===== config.mk =====
export PLATFORM = sky130hd
export DESIGN_NAME = rfsh_sched
export DESIGN_NICKNAME = d
export VERILOG_FILES = /design/src/rtl/rfsh_pkg.sv /design/src/rtl/rfsh_interval.sv /design/src/rtl/rfsh_seq.sv /design/src/rtl/rfsh_strobe.sv /design/src/rtl/rfsh_sched.sv
export SDC_FILE = /design/constraint.sdc
export NUM_CORES = 1
export LEC_CHECK = 0
export CORE_UTILIZATION = 58
export DETAILED_ROUTE_END_ITERATION = 7
export HOLD_SLACK_MARGIN = 0.1
export PLACE_DENSITY_LB_ADDON = 0.15
export SLEW_MARGIN = 20
export SYNTH_ARGS = -nofsm -noshare
export SYNTH_HDL_FRONTEND = slang
export SYNTH_SLANG_ARGS = --single-unit

===== constraint.sdc =====
create_clock -name clk -period 2.6 [get_ports clk]
set_input_delay 0.26 -clock clk [delete_from_list [all_inputs] [get_ports clk]]
set_output_delay 0.26 -clock clk [all_outputs]
set_load 0.03 [all_outputs]

===== src/rtl/rfsh_pkg.sv =====
package rfsh_pkg;
  typedef enum logic [2:0] {
    ST_IDLE,
    ST_WAIT,
    ST_LEAD,
    ST_RASLO,
    ST_PRE,
    ST_SLEEP,
    ST_EXIT
  } rf_state_e;

  typedef enum logic [1:0] {
    MD_REF,
    MD_SLEEP,
    MD_BURST
  } rf_mode_e;

  function automatic int max2(int a, int b);
    return (a > b) ? a : b;
  endfunction
endpackage


===== src/rtl/rfsh_interval.sv =====
module rfsh_interval #(
  parameter int INTERVAL_CYC = 1560,
  parameter int OWED_MAX     = 8
) (
  input  logic clk,
  input  logic rst_n,
  input  logic hold,
  input  logic take,
  output logic owed_nz
);
  localparam int CW = $clog2(INTERVAL_CYC);
  localparam int OW = $clog2(OWED_MAX + 1);

  logic [CW-1:0] cnt;
  logic [OW-1:0] owed;
  logic          tick;

  assign tick    = (cnt == CW'(INTERVAL_CYC - 1));
  assign owed_nz = (owed != '0);

  always_ff @(posedge clk) begin
    if (!rst_n) begin
      cnt  <= '0;
      owed <= '0;
    end else if (hold) begin
      cnt  <= '0;
      owed <= '0;
    end else begin
      cnt <= tick ? '0 : cnt + 1'b1;
      case ({tick, take})
        2'b10: if (owed != OW'(OWED_MAX)) owed <= owed + 1'b1;
        2'b01: if (owed != '0) owed <= owed - 1'b1;
        default: owed <= owed;
      endcase
    end
  end

  a_r2_owed_cap: assert property (@(posedge clk) disable iff (!rst_n)
    owed <= OW'(OWED_MAX));

  a_r1_tick_makes_owed: assert property (@(posedge clk) disable iff (!rst_n)
    (tick && !hold && !take) |=> owed_nz);
endmodule


===== src/rtl/rfsh_seq.sv =====
module rfsh_seq
  import rfsh_pkg::*;
#(
  parameter int CAS_LEAD    = 2,
  parameter int RAS_LOW     = 5,
  parameter int RAS_PRE     = 4,
  parameter int SR_HOLD     = 10000,
  parameter int SR_EXIT     = 11,
  parameter int BURST_LEN   = 4096,
  parameter bit BURST_STYLE = 1'b0
) (
  input  logic      clk,
  input  logic      rst_n,
  input  logic      owed_nz,
  input  logic      sleep_enter,
  input  logic      sleep_exit,
  input  logic      gnt,
  output logic      req,
  output logic      take,
  output logic      hold,
  output logic      asleep,
  output rf_state_e state
);
  localparam int TMAX = max2(max2(CAS_LEAD, RAS_LOW), max2(max2(RAS_PRE, SR_HOLD), SR_EXIT));
  localparam int TW   = $clog2(TMAX + 1);
  localparam int BW   = $clog2(BURST_LEN + 1);

  rf_state_e st, st_n;
  rf_mode_e  md, md_n;
  logic [TW-1:0] tmr, tmr_n;
  logic [BW-1:0] bl, bl_n;
  logic          exit_burst;

  generate
    if (BURST_STYLE) begin : g_burst
      assign exit_burst = 1'b1;
    end else begin : g_dist
      assign exit_burst = 1'b0;
    end
  endgenerate

  always_comb begin
    st_n  = st;
    md_n  = md;
    tmr_n = tmr + 1'b1;
    bl_n  = bl;
    take  = 1'b0;
    case (st)
      ST_IDLE: begin
        tmr_n = '0;
        if (sleep_enter) begin
          st_n = ST_WAIT;
          md_n = MD_SLEEP;
        end else if (owed_nz) begin
          st_n = ST_WAIT;
          md_n = MD_REF;
        end
      end
      ST_WAIT: begin
        tmr_n = '0;
        if (gnt) begin
          st_n = ST_LEAD;
          take = (md == MD_REF);
        end
      end
      ST_LEAD: begin
        if (tmr == TW'(CAS_LEAD - 1)) begin
          st_n  = ST_RASLO;
          tmr_n = '0;
        end
      end
      ST_RASLO: begin
        if (md == MD_SLEEP) begin
          if (tmr == TW'(SR_HOLD - 1)) begin
            st_n  = ST_SLEEP;
            tmr_n = '0;
          end
        end else if (tmr == TW'(RAS_LOW - 1)) begin
          st_n  = ST_PRE;
          tmr_n = '0;
        end
      end
      ST_PRE: begin
        if (tmr == TW'(RAS_PRE - 1)) begin
          tmr_n = '0;
          if (md == MD_BURST && bl != '0) begin
            st_n = ST_LEAD;
            bl_n = bl - 1'b1;
          end else begin
            st_n = ST_IDLE;
          end
        end
      end
      ST_SLEEP: begin
        tmr_n = '0;
        if (sleep_exit) st_n = ST_EXIT;
      end
      ST_EXIT: begin
        if (tmr == TW'(SR_EXIT - 1)) begin
          tmr_n = '0;
          if (exit_burst) begin
            st_n = ST_LEAD;
            md_n = MD_BURST;
            bl_n = BW'(BURST_LEN - 1);
          end else begin
            st_n = ST_IDLE;
          end
        end
      end
      default: begin
        st_n  = ST_IDLE;
        tmr_n = '0;
      end
    endcase
  end

  always_ff @(posedge clk) begin
    if (!rst_n) begin
      st  <= ST_IDLE;
      md  <= MD_REF;
      tmr <= '0;
      bl  <= '0;
    end else begin
      st  <= st_n;
      md  <= md_n;
      tmr <= tmr_n;
      bl  <= bl_n;
    end
  end

  assign req    = (st != ST_IDLE);
  assign hold   = (st != ST_IDLE) && (md != MD_REF);
  assign asleep = (st == ST_SLEEP);
  assign state  = st;

  a_r6_release_after_gap: assert property (@(posedge clk) disable iff (!rst_n)
    $fell(req) |-> $past(st == ST_PRE || st == ST_EXIT));

  a_r7_sleep_after_hold: assert property (@(posedge clk) disable iff (!rst_n)
    $rose(asleep) |-> $past(st == ST_RASLO && md == MD_SLEEP));

  a_r3_start_needs_grant: assert property (@(posedge clk) disable iff (!rst_n)
    (st == ST_WAIT && !gnt) |=> st == ST_WAIT);
endmodule


===== src/rtl/rfsh_strobe.sv =====
module rfsh_strobe
  import rfsh_pkg::*;
(
  input  logic      clk,
  input  logic      rst_n,
  input  rf_state_e state,
  output logic      ras_n,
  output logic      casl_n,
  output logic      cash_n,
  output logic      we_n
);
  logic cas_low;

  assign cas_low = (state == ST_LEAD) || (state == ST_RASLO) || (state == ST_SLEEP);
  assign ras_n   = !((state == ST_RASLO) || (state == ST_SLEEP));
  assign casl_n  = !cas_low;
  assign cash_n  = !cas_low;
  assign we_n    = 1'b1;

  a_r4_cas_leads_ras: assert property (@(posedge clk) disable iff (!rst_n)
    $fell(ras_n) |-> (!casl_n && !cash_n && $past(!casl_n)));

  a_r5_cas_rises_with_ras: assert property (@(posedge clk) disable iff (!rst_n)
    $rose(ras_n) |-> (casl_n && cash_n));
endmodule


===== src/rtl/rfsh_sched.sv =====
module rfsh_sched
  import rfsh_pkg::*;
#(
  parameter int INTERVAL_CYC = 1560,
  parameter int OWED_MAX     = 8,
  parameter int CAS_LEAD     = 2,
  parameter int RAS_LOW      = 5,
  parameter int RAS_PRE      = 4,
  parameter int SR_HOLD      = 10000,
  parameter int SR_EXIT      = 11,
  parameter int BURST_LEN    = 4096,
  parameter bit BURST_STYLE  = 1'b0
) (
  input  logic clk,
  input  logic rst_n,
  input  logic sleep_enter,
  input  logic sleep_exit,
  input  logic rfsh_gnt,
  output logic rfsh_req,
  output logic asleep,
  output logic ras_n,
  output logic casl_n,
  output logic cash_n,
  output logic we_n
);
  logic      owed_nz, take, hold;
  rf_state_e state;

  rfsh_interval #(
    .INTERVAL_CYC(INTERVAL_CYC),
    .OWED_MAX    (OWED_MAX)
  ) u_interval (
    .clk    (clk),
    .rst_n  (rst_n),
    .hold   (hold),
    .take   (take),
    .owed_nz(owed_nz)
  );

  rfsh_seq #(
    .CAS_LEAD   (CAS_LEAD),
    .RAS_LOW    (RAS_LOW),
    .RAS_PRE    (RAS_PRE),
    .SR_HOLD    (SR_HOLD),
    .SR_EXIT    (SR_EXIT),
    .BURST_LEN  (BURST_LEN),
    .BURST_STYLE(BURST_STYLE)
  ) u_seq (
    .clk        (clk),
    .rst_n      (rst_n),
    .owed_nz    (owed_nz),
    .sleep_enter(sleep_enter),
    .sleep_exit (sleep_exit),
    .gnt        (rfsh_gnt),
    .req        (rfsh_req),
    .take       (take),
    .hold       (hold),
    .asleep     (asleep),
    .state      (state)
  );

  rfsh_strobe u_strobe (
    .clk   (clk),
    .rst_n (rst_n),
    .state (state),
    .ras_n (ras_n),
    .casl_n(casl_n),
    .cash_n(cash_n),
    .we_n  (we_n)
  );

  a_r3_idle_strobes_high: assert property (@(posedge clk) disable iff (!rst_n)
    !rfsh_req |-> (ras_n && casl_n && cash_n));

  a_r3_cas_after_grant: assert property (@(posedge clk) disable iff (!rst_n)
    $fell(casl_n) |-> $past(rfsh_gnt));

  a_r7_asleep_strobes_low: assert property (@(posedge clk) disable iff (!rst_n)
    asleep |-> (!ras_n && !casl_n && !cash_n));

  a_r8_wake_strobes_high: assert property (@(posedge clk) disable iff (!rst_n)
    $fell(asleep) |-> (ras_n && casl_n && cash_n && rfsh_req));
endmodule


# After elaboration in Yosys (flattened, before gate mapping)
# Index checks and enable logic that the tools add are counted.
# word_totals
regBits	47
in_bits	5
out_inout_bits	6
wordCells	86
# op_classes
addsub	5
n_eq_ne	27
n_mux	26
n_bitwise	1
n_reduce_logical	21
# ops
operator	count
two-way mux 14 bit	6
case mux 14 bit (4 select lines)	1
two-way mux 3 bit	10
case mux 3 bit (7 select lines)	1
adder 14 x 1 -> 14 bit, second input constant	1
== test 14 x 1 -> 1 bit, second input constant	1
== test 14 bit, second input constant	1
== test 14 x 2 -> 1 bit, second input constant	1
== test 14 x 3 -> 1 bit, second input constant	1
== test 14 x 4 -> 1 bit, second input constant	1
nonzero test 13 bit	1
subtractor 13 x 1 -> 13 bit, second input constant	1
adder 11 x 1 -> 11 bit, second input constant	1
== test 11 bit, second input constant	1
== test 3 bit, second input constant	3
two-way mux 4 bit	2
!= test 2 x 1 -> 1 bit, second input constant	4
case mux 4 bit (2 select lines)	1
AND reduction 8 bit	1
== test 3 x 2 -> 1 bit, second input constant	2
two-way mux 2 bit	3
!= test 2 bit, second input constant	3
!= test 3 bit, second input constant	2
AND reduction 3 bit	2
other kinds (20)	29

# Longest topological paths before layout
# depth
depth_word	6
mapped_depth	11

# Hierarchy
# From an unflattened synthesis, not the netlist that was laid out.
# unflattened
cells_unflattened	212
hier_area_um2	1836.8
# modules_own_cells
module	n_inst	cells_each	area_per_inst_um2
rfsh_seq	1	122	1031.0
rfsh_interval	1	83	742.0
rfsh_strobe	1	7	63.8

# Worst setup path after synthesis
# No wires, ideal clock.
# synth_timing
path_type	register to register
from	register u_seq.st[0] (netlist: u_seq.state[0])
to	register u_interval.owed[3]
setup_time_ps	70
t_arrival_ps	2084
path_slack_ps	446
stages_incl_launch_ff	12
n_path_buf	1
path_cell_list	dfxtp_1 clkbuf_8 inv_1 nor2_1 and3_1 ha_1 ha_1 a21o_1 a21oi_1 xnor2_1 or3_1 a21oi_1
# synth_via
elab_chain_cells	5
elab_cells_between_ends	12
cone_classes	eq/ne: 5; mux: 2; reduce/logical: 5
# synth_lines
element	line_no	source
from (decl)	rfsh_seq.sv:28	rf_state_e st, st_n;
from (signal assigned)	rfsh_seq.sv:124	st <= st_n;
== test 3 x 1 -> 1 bit	rfsh_seq.sv:48	case (st)
two-way mux 1 bit	rfsh_seq.sv:48	
== test 2 bit or == test 2 x 1 -> 1 bit (tied branches)	rfsh_interval.sv:30	case ({tick, take})
!= test 2 x 1 -> 1 bit (no source line), or another cell as far along	n/a	
AND reduction 3 bit (no source line)	n/a	
to (signal assigned)	rfsh_interval.sv:31	2'b10: if (owed != OW'(OWED_MAX)) owed <= owed + 1'b1;
to (signal assigned)	rfsh_interval.sv:32	2'b01: if (owed != '0) owed <= owed - 1'b1;
to (signal assigned)	rfsh_interval.sv:33	default: owed <= owed;
to (decl)	rfsh_interval.sv:15	logic [OW-1:0] owed;
# Several ways; a longest one is shown, not always the timed one.
# A chain may end at the register's enable or synchronous reset.

# Final worst setup path
# layout_timing
from	register u_interval.cnt[0]
to	register u_interval.owed[3]
# layout_via
elab_chain_cells	4
elab_cells_between_ends	8
cone_classes	eq/ne: 5; mux: 1; reduce/logical: 2
# layout_lines
element	line_no	source
from (decl)	rfsh_interval.sv:14	logic [CW-1:0] cnt;
from (signal assigned)	rfsh_interval.sv:29	cnt <= tick ? '0 : cnt + 1'b1;
== test 11 bit *	rfsh_interval.sv:18	assign tick = (cnt == CW'(INTERVAL_CYC - 1));
== test 2 bit or == test 2 x 1 -> 1 bit (tied branches)	rfsh_interval.sv:30	
!= test 2 x 1 -> 1 bit (no source line), or another cell as far along	n/a	
AND reduction 3 bit (no source line)	n/a	
# Mark *: on every way between the ends. The rest lies on a longest branch, timed or not.

==> flow_metrics.py <==
metrics = {
    "clock_tree": {
        "post_cts_buffers": 0,
        "clock-sinks": 33,
        "numCtsBuffers": 5,
        "clock_latency_ns": 0.34,
        "clockRootBuffer": "clkbuf_4",
        "postCtsHoldBufs": 0,
        "clockBufferDepth": 2,
        "tritoncts": "yes",
        "cts-resized-gates": 0,
        "htree_num_levels": 2,
        "path_clk_slew_ns": 0.10,
    },
    "global_route": {
        "grtUsageTotal_pct": 22.17,
        "top_usage_layer": "met2",
        "use_met3_pct": 4.688,
        "grt_use_met1_pct": 26.77,
        "grt_pass1_wl_um": 5706,
        "grt.overflow.total": 0,
        "grt_max_degree": 15,
        "grt_pass1_vias": 1362,
        "antenna_found_initial": 0,
        "met2_usage_pct": 37.27,
    },
    "yosys": {
        "syn_avg_cell_area_sq_um": 8.777,
        "synthDistinctLibCells": 47,
        "synthCells": 207,
        "async_flop_share_pct": 0,
        "seq_area_frac_synth_pct": 36.36,
        "synth_ff_type": "dfxtp_1",
        "ys_warn_count": 0,
        "ys_ff_latch": 33,
        "netlist_area_sq_um": 1817,
        "synth_nets": 222,
        "synth_edf_count": 0,
    },
    "sta": {
        "setup_ws_ns": 0.1806,
        "setup-tns-final_ns": 0,
        "hold_viol": 0,
        "rsz0062_at_grt": "no",
        "slew_viol_final": 0,
        "period_share_pct": 93.05,
        "min_period_ns": 2.419,
        "finalSetupViolations": 0,
        "worst_clock_skew_ns": 0.002803,
        "fmax_mhz": 413.3,
        "fin_hold_ws_ns": 0.4662,
        "tightest_slew_ns": 0.5078,
        "slew_headroom_pct": 65.88,
    },
    "final_layout": {
        "stdcell_count": 250,
        "stdcell_area_sq_um": 1982,
        "layout.nets": 233,
        "insertedDiodeCount": 0,
        "area_growth_pct": 9.091,
        "num-fill-cells": 242,
        "final_cell_mix": "nor2_1, dfxtp_1, nand2_1",
        "final_layout_size_suffix_gt1_share_pct": 9.589,
        "layout_commonest_cell": "nor2_1",
    },
    "floorplanning": {
        "io_pins": 11,
        "dieArea_sq_um": 3360,
        "num_rows": 19,
        "die_h_um": 57.97,
        "coreArea_sq_um": 2853,
        "die_x_um": 57.97,
        "start_util_pct": 63.68,
    },
    "place": {
        "dp_hpwl_um": 2438,
        "pre_cts_slack_ns": 0.1842,
        "placed_area_sq_um": 1897,
        "dp.cells": 242,
        "placement.io_buffers": 9,
        "place.gp.congestion": 0.8199,
    },
    "pwr": {
        "irDropWorstVdd_mv": 0.4478,
        "power_density_nw_per_um2": 771.4,
        "leakagePower_nw": 0.7517,
    },
    "drt": {
        "drt_iter0_drc": 52,
        "detail-route-antenna-nets": 0,
        "drt-vias-per-instance": 5.624,
        "avgRoutedWirePerCell_um": 13.24,
        "drc": 2,
        "wl_um": 3310,
        "dr.pass1.iters": 6,
        "num_vias": 1406,
    },
    "setup_path": {
        "critPathCaptureType": "flip-flop",
        "worst_ep_arrival_time_ns": 2.69,
        "reg2reg_slack_ns": 0.18,
        "start_kind": "flip-flop",
        "crit_fanout": 4,
        "worstSetupPathType": "reg2reg",
        "worstPathRequired_ns": 2.87,
    },
    "outcome": {
        "violations": "design-rule violations",
        "outcome": "complete, but fails checks",
    },
    "flow_run": {
        "cap_violations": 0,
    },
    "min_path": {
        "hold_path_class": "reg2reg",
    },
}
==> metrics by stage <==
| stage | total power, mW | util, % |
|---|---|---|
| 6_report | 1.529 | 69.47 |
| 5_1_grt | 1.617 | 69.47 |
| 4_1_cts | 1.536 | 69.47 |
| 3_5_place_dp | 1.130 | 66.49 |
| 3_3_place_gp | 1.114 | 66.49 |
| 2_1_floorplan | 1.021 | - |
==> cells in the mapped netlist (2+ instances only) <==
cell	number	area, sq um
a21oi_1	4	20.02
nand3b_1	2	15.01
o21ai_0	3	15.01
or3_1	2	12.51
and2_1	2	12.51
buf_4	3	22.52
and3_1	4	25.02
mux2i_1	3	30.03
nand2_1	16	60.06
and4_1	2	17.52
nor2_1	37	138.9
nand3_1	12	60.06
nand4b_1	2	17.52
nor4_1	2	12.51
nor4_4	2	42.54
dfxtp_1	33	660.6
inv_1	13	48.80
buf_6	2	22.52
nor3_1	3	15.01
xnor2_1	10	87.58
a22oi_1	2	15.01
nand4_1	2	12.51
xor2_1	14	122.6
ha_1	9	112.6
==> cell families (layout without fill, tap and decap cells) <==
family / Yosys count / after routing / synth area share (%)
AO/OA/AOI/OAI: 19 / 19 / 7.921
XOR/XNOR: 24 / 24 / 11.57
adder cells (fa/ha/maj): 10 / 10 / 7.300
buffers and inverters: 20 / 32 / 6.198
flip-flops: 33 / 33 / 36.36
multiplexers: 4 / 4 / 2.273
other: 1 / 1 / 0.2064
AND/OR/NAND/NOR: 96 / 96 / 28.17
==> worst paths after layout <==
path / from / cells past startpoint / to
max: u_interval.cnt[0] / 11 / u_interval.owed[3]
max reg2reg: u_interval.cnt[0] / 11 / u_interval.owed[3]
min: u_interval.cnt[0] / 1 / u_interval.cnt[0]
min reg2reg: u_interval.cnt[0] / 1 / u_interval.cnt[0]
==> sequential cells by signal (all words and copies together) (netlist names) <==
register and flops:
u_seq.md 1, u_seq.tmr 14, u_seq.state 3, u_interval.owed 4, u_interval.cnt 11
==> worst max-delay path, stage by stage (launching register included) <==
cell,delay [ns]
dfxtp_1,0.37
ha_1,0.22
nand2_1,0.09
nor2_1,0.10
nand2_1,0.10
ha_1,0.24
ha_1,0.30
a21o_1,0.19
a21oi_1,0.19
xnor2_1,0.10
or3_1,0.31
a21oi_1,0.15
==> power by group <==
part,leakage (nW),internal [mW],switching (mW)
Sequential,0.267,0.548,0.0515
Combinational,0.439,0.229,0.296
Clock,0.0455,0.229,0.174
Total,0.752,1.01,0.522
==> layer usage <==
| layer | wire length (um) | share of wire [%] | vias up |
|---|---|---|---|
| li1 | - | - | 720 |
| met1 | 1561 | 47 | 648 |
| met2 | 1540 | 47 | 28 |
| met3 | 125 | 3.8 | 10 |
| met4 | 83 | 2.5 | 0 |
| met5 | 0 | 0 | - |
==> layout make-up <==
cell class / count / area (sq um) / share of cell area [%]
clock buffer: 7 / 55.05 / 2.778
clock inverter: 1 / 30.03 / 1.515
inverter: 13 / 48.80 / 2.462
multi-input combinational: 154 / 1044 / 52.65
sequential: 33 / 660.6 / 33.33
tap: 31 / 38.79 / 1.957
timing repair buffer: 11 / 105.1 / 5.303
Power figures use the tool's default switching activity.
